<file path="src/rtl/kwdt_pkg.sv">
package kwdt_pkg;

    localparam int BYTE_W = 8;
    localparam int ADDR_W = 3;

    localparam logic [BYTE_W-1:0] KEY_MAGIC    = 8'h5C;
    localparam logic [BYTE_W-1:0] WARN_RESTART = 8'h03;
    localparam logic [BYTE_W-1:0] CFG_UNLOCK   = 8'h00;

    typedef enum logic [ADDR_W-1:0] {
        A_CFG   = 3'd0,
        A_CTRL  = 3'd1,
        A_CNTHI = 3'd2,
        A_CNTLO = 3'd3,
        A_KEY   = 3'd4,
        A_T1GO  = 3'd5,
        A_WARN  = 3'd6,
        A_NONE  = 3'd7
    } reg_addr_e;

    typedef struct packed {
        logic [1:0] spare;
        logic       key_en;
        logic       tick_sel;
        logic [3:0] lock_f;
    } cfg_t;

    typedef struct packed {
        logic [5:0] rsvd;
        logic       halt;
        logic       stop_en;
    } ctrl_t;

    function automatic logic cfg_locked(input cfg_t c);
        return &c.lock_f;
    endfunction

    function automatic logic ctrl_frozen(input ctrl_t c);
        return c.stop_en & c.halt;
    endfunction

endpackage

</file>
<file path="src/rtl/kwdt_regs.sv">
module kwdt_regs
    import kwdt_pkg::*;
#(
    parameter int CNT_W = 16
) (
    input  logic                clk,
    input  logic                rst,
    input  logic                bus_wr,
    input  logic [ADDR_W-1:0]   bus_addr,
    input  logic [BYTE_W-1:0]   bus_wdata,
    output logic [BYTE_W-1:0]   bus_rdata,
    input  logic [CNT_W-1:0]    live_count,
    input  logic                wd_running,
    input  logic                warn_pend,
    input  logic                warn_run,
    output cfg_t                cfg_q,
    output ctrl_t               ctrl_q,
    output logic                t1_run_q,
    output logic                load_p,
    output logic [CNT_W-1:0]    load_val,
    output logic                kick_p,
    output logic [CNT_W-1:0]    reload_val,
    output logic                warn_restart_p
);

    localparam int HI_W = CNT_W - BYTE_W;

    reg_addr_e        addr_e;
    logic             locked;
    logic             wr_cfg, wr_ctrl, wr_hi, wr_lo, wr_key, wr_t1, wr_warn;
    logic [HI_W-1:0]  hi_q;
    logic [CNT_W-1:0] prog_q;

    assign addr_e = reg_addr_e'(bus_addr);
    assign locked = cfg_locked(cfg_q);

    always_comb begin
        wr_cfg  = 1'b0;
        wr_ctrl = 1'b0;
        wr_hi   = 1'b0;
        wr_lo   = 1'b0;
        wr_key  = 1'b0;
        wr_t1   = 1'b0;
        wr_warn = 1'b0;
        if (bus_wr) begin
            unique case (addr_e)
                A_CFG:   wr_cfg  = !locked || (bus_wdata == CFG_UNLOCK);
                A_CTRL:  wr_ctrl = !locked && !(wd_running && !ctrl_q.stop_en);
                A_CNTHI: wr_hi   = !locked;
                A_CNTLO: wr_lo   = !locked;
                A_KEY:   wr_key  = 1'b1;
                A_T1GO:  wr_t1   = !locked;
                A_WARN:  wr_warn = 1'b1;
                default: ;
            endcase
        end
    end

    assign load_p         = wr_lo;
    assign load_val       = {hi_q, bus_wdata};
    assign kick_p         = wr_key && cfg_q.key_en && (bus_wdata == KEY_MAGIC);
    assign reload_val     = prog_q;
    assign warn_restart_p = wr_warn && (bus_wdata == WARN_RESTART);

    always_ff @(posedge clk) begin
        if (rst) begin
            cfg_q    <= '0;
            ctrl_q   <= '0;
            hi_q     <= '0;
            prog_q   <= '0;
            t1_run_q <= 1'b0;
        end else begin
            if (wr_cfg)  cfg_q    <= cfg_t'(bus_wdata);
            if (wr_ctrl) ctrl_q   <= ctrl_t'(bus_wdata);
            if (wr_hi)   hi_q     <= bus_wdata[HI_W-1:0];
            if (wr_lo)   prog_q   <= {hi_q, bus_wdata};
            if (wr_t1)   t1_run_q <= 1'b1;
        end
    end

    always_comb begin
        unique case (addr_e)
            A_CFG:   bus_rdata = cfg_q;
            A_CTRL:  bus_rdata = ctrl_q;
            A_CNTHI: bus_rdata = BYTE_W'(live_count[CNT_W-1:BYTE_W]);
            A_CNTLO: bus_rdata = live_count[BYTE_W-1:0];
            A_T1GO:  bus_rdata = {{(BYTE_W-1){1'b0}}, t1_run_q};
            A_WARN:  bus_rdata = {{(BYTE_W-2){1'b0}}, warn_run, warn_pend};
            default: bus_rdata = '0;
        endcase
    end

endmodule

</file>
<file path="src/rtl/kwdt_counter.sv">
module kwdt_counter #(
    parameter int CNT_W = 16
) (
    input  logic             clk,
    input  logic             rst,
    input  logic             load_p,
    input  logic [CNT_W-1:0] load_val,
    input  logic             kick_p,
    input  logic [CNT_W-1:0] reload_val,
    input  logic             step_en,
    output logic [CNT_W-1:0] count_q,
    output logic             running_q,
    output logic             expire_q
);

    logic last_step;

    assign last_step = step_en && running_q && !load_p && !kick_p &&
                       (count_q <= CNT_W'(1));

    always_ff @(posedge clk) begin
        if (rst) begin
            count_q   <= '0;
            running_q <= 1'b0;
            expire_q  <= 1'b0;
        end else begin
            expire_q <= last_step;
            if (load_p) begin
                count_q   <= load_val;
                running_q <= 1'b1;
            end else if (kick_p && running_q) begin
                count_q <= reload_val;
            end else if (last_step) begin
                count_q   <= '0;
                running_q <= 1'b0;
            end else if (step_en && running_q) begin
                count_q <= count_q - CNT_W'(1);
            end
        end
    end

endmodule

</file>
<file path="src/rtl/kwdt_warn.sv">
module kwdt_warn #(
    parameter int WARN_W     = 8,
    parameter int WARN_TICKS = 8
) (
    input  logic clk,
    input  logic rst,
    input  logic restart_p,
    input  logic tick,
    output logic pend_q,
    output logic run_q
);

    logic [WARN_W-1:0] wcnt_q;

    always_ff @(posedge clk) begin
        if (rst) begin
            wcnt_q <= '0;
            pend_q <= 1'b0;
            run_q  <= 1'b0;
        end else if (restart_p) begin
            wcnt_q <= WARN_W'(WARN_TICKS);
            pend_q <= 1'b0;
            run_q  <= 1'b1;
        end else if (tick && run_q) begin
            if (wcnt_q <= WARN_W'(1)) begin
                wcnt_q <= '0;
                pend_q <= 1'b1;
                run_q  <= 1'b0;
            end else begin
                wcnt_q <= wcnt_q - WARN_W'(1);
            end
        end
    end

endmodule

</file>
<file path="src/rtl/keyed_wdt.sv">
module keyed_wdt
    import kwdt_pkg::*;
#(
    parameter int CNT_W      = 16,
    parameter int WARN_W     = 8,
    parameter int WARN_TICKS = 8
) (
    input  logic        clk,
    input  logic        rst,
    input  logic        wd_tick,
    input  logic        warn_tick,
    input  logic        bus_wr,
    input  logic [2:0]  bus_addr,
    input  logic [7:0]  bus_wdata,
    output logic [7:0]  bus_rdata,
    output logic        wdt_reset_o,
    output logic        warn_irq_o
);

    cfg_t             cfg_q;
    ctrl_t            ctrl_q;
    logic             t1_run_q;
    logic             load_p, kick_p, warn_restart_p;
    logic [CNT_W-1:0] load_val, reload_val, count_q;
    logic             running_q, expire_q;
    logic             warn_pend, warn_run;
    logic             step_en;
    logic             locked;

    assign locked  = cfg_locked(cfg_q);
    assign step_en = wd_tick && t1_run_q && cfg_q.tick_sel && !ctrl_frozen(ctrl_q);

    kwdt_regs #(.CNT_W(CNT_W)) u_regs (
        .clk            (clk),
        .rst            (rst),
        .bus_wr         (bus_wr),
        .bus_addr       (bus_addr),
        .bus_wdata      (bus_wdata),
        .bus_rdata      (bus_rdata),
        .live_count     (count_q),
        .wd_running     (running_q),
        .warn_pend      (warn_pend),
        .warn_run       (warn_run),
        .cfg_q          (cfg_q),
        .ctrl_q         (ctrl_q),
        .t1_run_q       (t1_run_q),
        .load_p         (load_p),
        .load_val       (load_val),
        .kick_p         (kick_p),
        .reload_val     (reload_val),
        .warn_restart_p (warn_restart_p)
    );

    kwdt_counter #(.CNT_W(CNT_W)) u_cnt (
        .clk        (clk),
        .rst        (rst),
        .load_p     (load_p),
        .load_val   (load_val),
        .kick_p     (kick_p),
        .reload_val (reload_val),
        .step_en    (step_en),
        .count_q    (count_q),
        .running_q  (running_q),
        .expire_q   (expire_q)
    );

    kwdt_warn #(.WARN_W(WARN_W), .WARN_TICKS(WARN_TICKS)) u_warn (
        .clk       (clk),
        .rst       (rst),
        .restart_p (warn_restart_p),
        .tick      (warn_tick),
        .pend_q    (warn_pend),
        .run_q     (warn_run)
    );

    assign wdt_reset_o = expire_q;
    assign warn_irq_o  = warn_pend;

endmodule

</file>
<file path="config.mk">
export PLATFORM = sky130hd
export DESIGN_NAME = keyed_wdt
export DESIGN_NICKNAME = d
export VERILOG_FILES = /design/src/rtl/kwdt_pkg.sv /design/src/rtl/kwdt_regs.sv /design/src/rtl/kwdt_counter.sv /design/src/rtl/kwdt_warn.sv /design/src/rtl/keyed_wdt.sv
export SDC_FILE = /design/constraint.sdc
export NUM_CORES = 1
export LEC_CHECK = 0
export ABC_CLOCK_PERIOD_IN_PS = 8100
export CORE_ASPECT_RATIO = 0.5
export CORE_MARGIN = 1.5
export CORE_UTILIZATION = 40
export DETAILED_ROUTE_END_ITERATION = 10
export GPL_TIMING_DRIVEN = 0
export PLACE_DENSITY = 0.58
export SYNTH_ARGS = -nofsm -noshare
export SYNTH_HDL_FRONTEND = slang
export SYNTH_HIERARCHICAL = 1
export SYNTH_SLANG_ARGS = --single-unit
</file>
<file path="constraint.sdc">
create_clock -name clk -period 8.1 [get_ports clk]
set_clock_uncertainty 0.2 [all_clocks]
set_input_delay 1.62 -clock clk [delete_from_list [all_inputs] [get_ports clk]]
set_output_delay 1.62 -clock clk [all_outputs]
set_load 0.03 [all_outputs]
</file>
==> results of run 1 <==
[area by class of cell]
cell class	instances	area, µm²	area share [%]
buffer	33	196	4.51
inverter	11	41.3	0.947
sequential	69	1380	31.7
multi-input combinational	301	2120	48.5
clock buffer	11	233	5.34
timing repair buffer	23	230	5.28
clock inverter	3	15.0	0.344
tap	117	146	3.36
[tightest hold or removal path, cell delays in order, from the launching register on]
cell and delay, ns:
sky130_fd_sc_hd__dfxtp_1 0.30, sky130_fd_sc_hd__nand2_1 0.05, sky130_fd_sc_hd__a21oi_1 0.05
[per-stage QoR]
stage	instances	total power, mW	utilization (%)	setup WS [ns]	hold WS, ns
after floorplan	414	0.442	-	3.38	0.234
after global placement	554	0.483	46.3	2.54	0.244
after detailed placement	554	0.482	46.3	2.56	0.248
after CTS	568	0.821	49.0	2.55	0.255
after global routing	568	0.850	49.0	2.48	0.272
final	568	0.817	49.0	2.55	0.256
[routing by layer]
layer / global-route usage, % / wire length, µm / share of wire [%]
met2: 37.6 / 4990 / 45
met4: 5.85 / 103 / 0.92
met1: 32.8 / 5330 / 48
met3: 5.41 / 770 / 6.9
met5: 0 / 0 / 0
[flip-flops by register name (all words and copies together), names as in the netlist]
name,flops
u_regs/ctrl_q,8
u_regs/cfg_q,8
u_cnt/count_q,16
u_warn/run_q,1
u_cnt/expire_q,1
u_cnt/running_q,1
u_regs/reload_val,16
u_warn/wcnt_q,8
u_regs/t1_run_q,1
u_regs/hi_q,8
u_warn/pend_q,1
[cells by family (layout without fill, tap and decap cells)]
| kind of cell | Yosys count | in the layout | share of synthesized area (%) |
|---|---|---|---|
| AND/OR/NAND/NOR | 172 | 172 | 26.5 |
| AO/OA/AOI/OAI | 101 | 101 | 20.0 |
| flip-flops | 69 | 69 | 37.0 |
| buffers and inverters | 44 | 81 | 6.36 |
| multiplexers | 23 | 23 | 8.51 |
| adder cells (fa/ha/maj) | 4 | 4 | 1.34 |
| XOR/XNOR | 1 | 1 | 0.235 |
[how the worst min path moves through the flow]
| stage | startpoint | end | slack, ns | depth (start not counted) |
|---|---|---|---|---|
| 6_report | u_regs/reload_val[1] | u_regs/reload_val[1] | 0.26 | 2 |
| 5_1_grt | u_regs/reload_val[3] | u_regs/reload_val[3] | 0.27 | 2 |
| 4_1_cts | u_regs/reload_val[1] | u_regs/reload_val[1] | 0.26 | 2 |
| 3_5_place_dp | u_regs/reload_val[1] | u_regs/reload_val[1] | 0.25 | 2 |
| 3_3_place_gp | u_regs/reload_val[1] | u_regs/reload_val[1] | 0.24 | 2 |
| 2_1_floorplan | u_regs/reload_val[2] | u_regs/reload_val[2] | 0.23 | 2 |
[cell usage after synthesis, drive strengths merged (5+ instances only)]
cell type  count  share of area, %
dfxtp         69                37
nand2         44               4.4
nor2          32               3.2
a21oi         31               4.5
buf           18               3.7
nor3          17               2.6
mux2i         16               4.3
clkbuf        15               1.5
a31oi         14               2.5
nand3         12               1.7
inv           11               1.1
nor2b         11               1.9
nand4         10               1.8
a222oi         9               2.4
a22o           8               1.9
mux4           7               4.2
nor4           7               1.6
o21ai          7              0.94
or3            6               1.1
or4            6               1.5
a22oi          5               1.0
[power groups by stage]
stage | Sequential [mW] | Combinational, mW | Clock [mW]
floorplan | 0.366 | 0.0759 | 0
global placement | 0.372 | 0.111 | 0
detailed placement | 0.372 | 0.111 | 0
CTS | 0.364 | 0.111 | 0.345
global route | 0.366 | 0.123 | 0.361
finish | 0.365 | 0.113 | 0.339
==> metrics.txt, run 1 <==
# TYPE chip_impl_metric gauge
chip_impl_info{name="outcome",value="finished with violations"} 1
chip_impl_info{name="violations",value="design-rule violations"} 1
chip_impl_info{name="worstSetupEndpoint",value="bus_rdata[7]"} 1
chip_impl_metric{name="fin_tns_setup",unit="ns"} 0
chip_impl_metric{name="synthArstFlopShare",unit="%"} 0
chip_impl_metric{name="worst_setup_hold_path_clk_slew",unit="ns"} 0.05
chip_impl_info{name="crit_top_cell",value="sky130_fd_sc_hd__clkdlybuf4s50_1"} 1
chip_impl_metric{name="viasPerCell",unit=""} 6.09
chip_impl_info{name="mostFrequentLayoutCell",value="sky130_fd_sc_hd__dfxtp_1"} 1
chip_impl_info{name="series_of_cell_instances_along_the_critical_path",value="clkdlybuf4s50_1, buf_4, mux4_2, nor2b_1, clkdlybuf4s50_1"} 1
chip_impl_info{name="critPathKind",value="input port to primary output"} 1
chip_impl_metric{name="timing.reg2reg.setup_slack",unit="ns"} 4.82
chip_impl_metric{name="antenna_cells",unit=""} 0
chip_impl_metric{name="worst-path-buf-inv",unit=""} 3
chip_impl_metric{name="cts_max_level",unit=""} 3
chip_impl_metric{name="gp_routability_congestion",unit=""} 0.893
chip_impl_metric{name="floorplan.initialDensity",unit="%"} 42.0
chip_impl_metric{name="chipHeight",unit="µm"} 71.3
chip_impl_metric{name="timing.final.hold_violations",unit=""} 0
chip_impl_metric{name="synth_area",unit="µm²"} 3730
chip_impl_info{name="cts_tree",value="built"} 1
chip_impl_metric{name="drv_slew",unit=""} 0
chip_impl_metric{name="power_density",unit="nW/µm²"} 187
chip_impl_metric{name="crit_path_max_incr_delay",unit="ns"} 0.61
chip_impl_metric{name="layout.nets",unit=""} 468
chip_impl_metric{name="worstRegToRegCells",unit=""} 8
chip_impl_info{name="commonest_cells_after_routing_fill_and_taps_aside",value="69 x sky130_fd_sc_hd__dfxtp_1, 44 x sky130_fd_sc_hd__nand2_1, 32 x sky130_fd_sc_hd__nor2_1"} 1
chip_impl_metric{name="vias",unit=""} 3461
chip_impl_metric{name="grt_start_max_net_pins",unit=""} 17
chip_impl_metric{name="core-area",unit="µm²"} 8890
chip_impl_metric{name="fraction_of_final_layout_cells_with_drive_strength_greater_than_1",unit="%"} 14.2
chip_impl_metric{name="clkLatencyLatePin",unit="ns"} 0.32
chip_impl_metric{name="post_dp_cell_area",unit="µm²"} 4110
chip_impl_metric{name="post_cts_buffers",unit=""} 0
chip_impl_metric{name="postSynthNetCount",unit=""} 434
chip_impl_metric{name="timing.critical_path.depth",unit=""} 5
chip_impl_info{name="hold_path_class",value="register to register"} 1
chip_impl_metric{name="first_iter_violations",unit=""} 435
chip_impl_metric{name="die-area",unit="µm²"} 9960
chip_impl_metric{name="final_design_area_no_fill",unit="µm²"} 4360
chip_impl_info{name="r2r_start",value="u_regs/cfg_q[5]"} 1
chip_impl_metric{name="via_count_of_the_first_global_routing_pass",unit=""} 3201
chip_impl_info{name="ys.flop_type",value="sky130_fd_sc_hd__dfxtp_1"} 1
chip_impl_metric{name="switching_share",unit="%"} 26.8
chip_impl_metric{name="cts-buffers-inserted",unit=""} 9
chip_impl_metric{name="arrival",unit="ns"} 3.73
chip_impl_metric{name="post_synthesis_instance_total",unit=""} 414
chip_impl_metric{name="routed_wire_length_per_instance",unit="µm"} 19.7
chip_impl_info{name="setup.worst_path.start_class",value="input port"} 1
chip_impl_metric{name="cts_buffer_depth",unit=""} 2
chip_impl_metric{name="cp.required",unit="ns"} 6.28
chip_impl_metric{name="leakage",unit="nW"} 1.58
chip_impl_info{name="endpoint_kind",value="primary output"} 1
chip_impl_metric{name="detail-route-antenna-nets",unit=""} 0
chip_impl_metric{name="finalWorstPathRequiredPeriod",unit="ns"} 5.55
chip_impl_metric{name="timing.final.setup_violations",unit=""} 0
chip_impl_metric{name="part_of_the_power_in_the_clock_network",unit="%"} 41.5
chip_impl_metric{name="drc_viols",unit=""} 1
chip_impl_metric{name="final_worst_path_period_share",unit="%"} 68.5
chip_impl_metric{name="globalRoute.totalOverflow",unit=""} 0
chip_impl_metric{name="vdd.ir_drop.worst",unit="mV"} 0.106
chip_impl_metric{name="fp.dieW",unit="µm"} 140
chip_impl_metric{name="number_of_enable_type_register_cells_in_the_synthesized_netlist",unit=""} 0
chip_impl_metric{name="tightestPinTransition",unit="ns"} 1.13
chip_impl_metric{name="grtUsageTotal",unit="%"} 23.6
chip_impl_metric{name="areaGrowthSynthToFinish",unit="%"} 16.7
chip_impl_info{name="critical_path.reg2reg.endpoint",value="u_cnt/count_q[4]"} 1
chip_impl_metric{name="cts-resized-gates",unit=""} 0
chip_impl_metric{name="total_switching_power",unit="mW"} 0.219
chip_impl_metric{name="max_freq",unit="MHz"} 180
chip_impl_metric{name="floorplan.io_pins",unit=""} 26
chip_impl_metric{name="synth.lib_cells_used.distinct",unit=""} 70
chip_impl_info{name="unrepaired_setup_endpoints_after_global_routing",value="no"} 1
chip_impl_metric{name="internal-power",unit="mW"} 0.598
chip_impl_metric{name="yosysSeqAreaShare",unit="%"} 37.0
chip_impl_metric{name="number_of_antenna_violations_at_the_first_check_in_global_routing",unit=""} 0
chip_impl_metric{name="comb_pwr_share",unit="%"} 13.8
chip_impl_metric{name="yosys_warnings",unit=""} 6
chip_impl_metric{name="drv.max_cap_violation_count",unit=""} 0
chip_impl_info{name="cts-root-buf",value="sky130_fd_sc_hd__clkbuf_16"} 1
chip_impl_metric{name="postSynthAreaPerCell",unit="µm²"} 9.02
chip_impl_metric{name="clkSinkCount",unit=""} 69
chip_impl_metric{name="grt_first_pass_wirelength",unit="mm"} 17.9
chip_impl_metric{name="placement.io_buffers",unit=""} 23
chip_impl_metric{name="row_count",unit=""} 24
chip_impl_metric{name="cts_hold_buf",unit=""} 0
chip_impl_metric{name="drt-pass1-iter-count",unit=""} 8
chip_impl_metric{name="synth.ff_latch_count",unit=""} 69
chip_impl_metric{name="slew_headroom",unit="%"} 23.7
chip_impl_info{name="worst_path_dominant_cell_family",value="buffers and inverters"} 1
chip_impl_metric{name="detailedPlacementHpwl",unit="mm"} 8.10
chip_impl_info{name="setup.worst_path.start",value="bus_addr[1]"} 1
chip_impl_metric{name="register_share_of_total_power",unit="%"} 44.7
chip_impl_metric{name="number_of_fill_cells_in_the_layout",unit=""} 878
chip_impl_metric{name="worstPathMaxFanout",unit=""} 10
chip_impl_metric{name="wirelength",unit="mm"} 11.2
chip_impl_info{name="critical_path.slowest_cell",value="sky130_fd_sc_hd__clkdlybuf4s50_1"} 1
No activity file was read; power rests on OpenSTA's default activity.
==> run 2: changes to the inputs <==
--- a/config.mk
+++ b/config.mk
@@ -5,13 +5,13 @@
 export SDC_FILE = /design/constraint.sdc
 export NUM_CORES = 1
 export LEC_CHECK = 0
-export ABC_CLOCK_PERIOD_IN_PS = 8100
+export ABC_CLOCK_PERIOD_IN_PS = 4700
 export CORE_ASPECT_RATIO = 0.5
 export CORE_MARGIN = 1.5
 export CORE_UTILIZATION = 40
 export DETAILED_ROUTE_END_ITERATION = 10
 export GPL_TIMING_DRIVEN = 0
-export PLACE_DENSITY = 0.58
+export PLACE_DENSITY = 0.6
 export SYNTH_ARGS = -nofsm -noshare
 export SYNTH_HDL_FRONTEND = slang
 export SYNTH_HIERARCHICAL = 1
==> constraint.sdc (replaced) <==
create_clock -name clk -period 4.7 [get_ports clk]
set_clock_uncertainty 0.2 [all_clocks]
set_input_delay 0.94 -clock clk [delete_from_list [all_inputs] [get_ports clk]]
set_output_delay 0.94 -clock clk [all_outputs]
set_load 0.03 [all_outputs]
==> metrics.txt, run 2 (same netlist as run 1, synthesis figures left out) <==
# TYPE chip_impl_metric gauge
chip_impl_metric{name="timing.final.setup_violations",unit=""} 0
chip_impl_metric{name="post-layout-total-power",unit="mW"} 1.45
chip_impl_metric{name="finalNonFillerCells",unit=""} 570
chip_impl_metric{name="first_iter_violations",unit=""} 356
chip_impl_metric{name="drv_slew",unit=""} 0
chip_impl_metric{name="routed_wire_length_per_instance",unit="µm"} 19.3
chip_impl_info{name="commonest_cells_after_routing_fill_and_taps_aside",value="69 x sky130_fd_sc_hd__dfxtp_1, 44 x sky130_fd_sc_hd__nand2_1, 32 x sky130_fd_sc_hd__nor2_1"} 1
chip_impl_info{name="endpoint_kind",value="register"} 1
chip_impl_metric{name="tightestPinTransition",unit="ns"} 1.09
chip_impl_metric{name="grtUsageTotal",unit="%"} 23.6
chip_impl_metric{name="worstRegToRegCells",unit=""} 8
chip_impl_metric{name="vdd.ir_drop.worst",unit="mV"} 0.165
chip_impl_metric{name="place_inst",unit=""} 554
chip_impl_metric{name="gp_routability_congestion",unit=""} 0.891
chip_impl_info{name="mostFrequentLayoutCell",value="sky130_fd_sc_hd__dfxtp_1"} 1
chip_impl_metric{name="drv.max_cap_violation_count",unit=""} 0
chip_impl_info{name="setup.worst_path.start_class",value="input port"} 1
chip_impl_metric{name="finalWorstPathRequiredPeriod",unit="ns"} 4.35
chip_impl_metric{name="detailedPlacementHpwl",unit="mm"} 7.97
chip_impl_metric{name="drc_viols",unit=""} 2
chip_impl_metric{name="worst_setup_hold_path_clk_slew",unit="ns"} 0.06
chip_impl_metric{name="floorplan.io_pins",unit=""} 26
chip_impl_info{name="r2r_start",value="u_regs/cfg_q[3]"} 1
chip_impl_info{name="critical_path.reg2reg.endpoint",value="u_cnt/count_q[9]"} 1
chip_impl_metric{name="cp.required",unit="ns"} 4.70
chip_impl_metric{name="timing.reg2reg.setup_slack",unit="ns"} 1.43
chip_impl_info{name="cts-root-buf",value="sky130_fd_sc_hd__clkbuf_16"} 1
chip_impl_metric{name="fp.dieW",unit="µm"} 140
chip_impl_metric{name="fraction_of_final_layout_cells_with_drive_strength_greater_than_1",unit="%"} 15.0
chip_impl_metric{name="arrival",unit="ns"} 4.35
chip_impl_metric{name="wirelength",unit="mm"} 11.0
chip_impl_metric{name="viasPerCell",unit=""} 6.01
chip_impl_metric{name="cts_max_level",unit=""} 3
chip_impl_metric{name="cts_hold_buf",unit=""} 0
chip_impl_metric{name="cts_buffer_depth",unit=""} 2
chip_impl_metric{name="cts-resized-gates",unit=""} 0
chip_impl_metric{name="timing.final.hold_violations",unit=""} 0
chip_impl_metric{name="areaGrowthSynthToFinish",unit="%"} 17.5
chip_impl_metric{name="grt_start_max_net_pins",unit=""} 17
chip_impl_metric{name="detail-route-antenna-nets",unit=""} 0
chip_impl_metric{name="clkSinkCount",unit=""} 69
chip_impl_metric{name="final_worst_path_period_share",unit="%"} 92.7
chip_impl_info{name="unrepaired_setup_endpoints_after_global_routing",value="no"} 1
chip_impl_metric{name="floorplan.initialDensity",unit="%"} 42.0
chip_impl_metric{name="core-area",unit="µm²"} 8890
chip_impl_metric{name="row_count",unit=""} 24
chip_impl_metric{name="placement.io_buffers",unit=""} 23
chip_impl_metric{name="vias",unit=""} 3423
chip_impl_metric{name="fin_tns_setup",unit="ns"} 0
chip_impl_info{name="outcome",value="finished with violations"} 1
chip_impl_metric{name="die-area",unit="µm²"} 9960
chip_impl_info{name="worstSetupEndpoint",value="u_cnt/count_q[4]"} 1
chip_impl_info{name="hold_path_class",value="register to register"} 1
chip_impl_metric{name="worstPathMaxFanout",unit=""} 10
chip_impl_metric{name="globalRoute.totalOverflow",unit=""} 0
chip_impl_metric{name="cts-buffers-inserted",unit=""} 9
chip_impl_metric{name="clkLatencyLatePin",unit="ns"} 0.34
chip_impl_metric{name="chipHeight",unit="µm"} 71.3
chip_impl_info{name="violations",value="design-rule violations"} 1
chip_impl_metric{name="antenna_cells",unit=""} 0
chip_impl_metric{name="number_of_antenna_violations_at_the_first_check_in_global_routing",unit=""} 0
chip_impl_info{name="cts_tree",value="built"} 1
chip_impl_metric{name="layout.nets",unit=""} 468
chip_impl_metric{name="post_cts_buffers",unit=""} 0
chip_impl_metric{name="final_util",unit="%"} 49.4
chip_impl_metric{name="leakage",unit="nW"} 1.59
chip_impl_metric{name="grt_first_pass_wirelength",unit="mm"} 17.9
chip_impl_info{name="setup.worst_path.start",value="bus_addr[1]"} 1
chip_impl_metric{name="max_freq",unit="MHz"} 230
chip_impl_metric{name="slew_headroom",unit="%"} 26.7
chip_impl_info{name="critPathKind",value="input port to register"} 1
chip_impl_metric{name="power_density",unit="nW/µm²"} 330
chip_impl_metric{name="via_count_of_the_first_global_routing_pass",unit=""} 3295
chip_impl_metric{name="drt-pass1-iter-count",unit=""} 8
[run 2: cell types whose count changed in the layout (fill, tap and decap cells not counted), sizes merged]
cell / previous run / this run
clkinv: 3 / 4
clkinvlp: 0 / 2
clkbuf: 26 / 25
[run 2: area by class of cell]
| cell class | count | area (µm²) |
|---|---|---|
| Timing Repair Buffer | 23 | 230 |
| Inverter | 11 | 41.3 |
| Tap cell | 117 | 146 |
| Clock inverter | 6 | 38.8 |
| Buffer | 33 | 196 |
| Clock buffer | 10 | 239 |
| Fill cell | 857 | 4500 |
| Sequential cell | 69 | 1380 |
| Multi-Input combinational cell | 301 | 2120 |
[run 2: worst min path at each step]
stage | depth (start not counted) | slack (ns) | start | end
6_report | 2 | 0.25 | u_regs/reload_val[6] | u_regs/reload_val[6]
5_1_grt | 2 | 0.27 | u_regs/reload_val[6] | u_regs/reload_val[6]
4_1_cts | 2 | 0.25 | u_regs/reload_val[6] | u_regs/reload_val[6]
3_5_place_dp | 2 | 0.25 | u_regs/reload_val[6] | u_regs/reload_val[6]
3_3_place_gp | 2 | 0.24 | u_regs/reload_val[3] | u_regs/reload_val[3]
2_1_floorplan | 2 | 0.23 | u_regs/reload_val[2] | u_regs/reload_val[2]
[run 2: report_power, final]
group / switching [mW] / internal (mW)
Sequential: 0.0270 / 0.602
Clock: 0.257 / 0.369
Combinational: 0.113 / 0.0805
[run 2: layer usage]
| layer | global-route usage, % | wire (µm) |
|---|---|---|
| met5 | 0 | 0 |
| met4 | 8.54 | 198 |
| met3 | 7.22 | 945 |
| met2 | 36.7 | 4760 |
| met1 | 31.5 | 5070 |
[run 2: worst max-delay path, cell delays in order]
cell                              delay, ns
sky130_fd_sc_hd__clkdlybuf4s50_1       0.54
sky130_fd_sc_hd__buf_4                 0.25
sky130_fd_sc_hd__nor4_1                0.23
sky130_fd_sc_hd__nand3_1               0.11
sky130_fd_sc_hd__nor3_1                0.81
sky130_fd_sc_hd__o21ai_0               0.30
sky130_fd_sc_hd__nor2b_1               0.21
sky130_fd_sc_hd__clkbuf_1              0.15
sky130_fd_sc_hd__clkbuf_1              0.30
sky130_fd_sc_hd__a222oi_1              0.37
sky130_fd_sc_hd__a31oi_1               0.15
[run 2: stage by stage]
stage          area, µm²  setup slack (ns)  hold slack (ns)
6_report            4390             0.345            0.253
5_1_grt             4390            0.0330            0.273
4_1_cts             4390             0.385            0.255
3_5_place_dp        4110            0.0400            0.247
3_3_place_gp        4110            0.0583            0.244
2_1_floorplan       3730              1.27            0.234
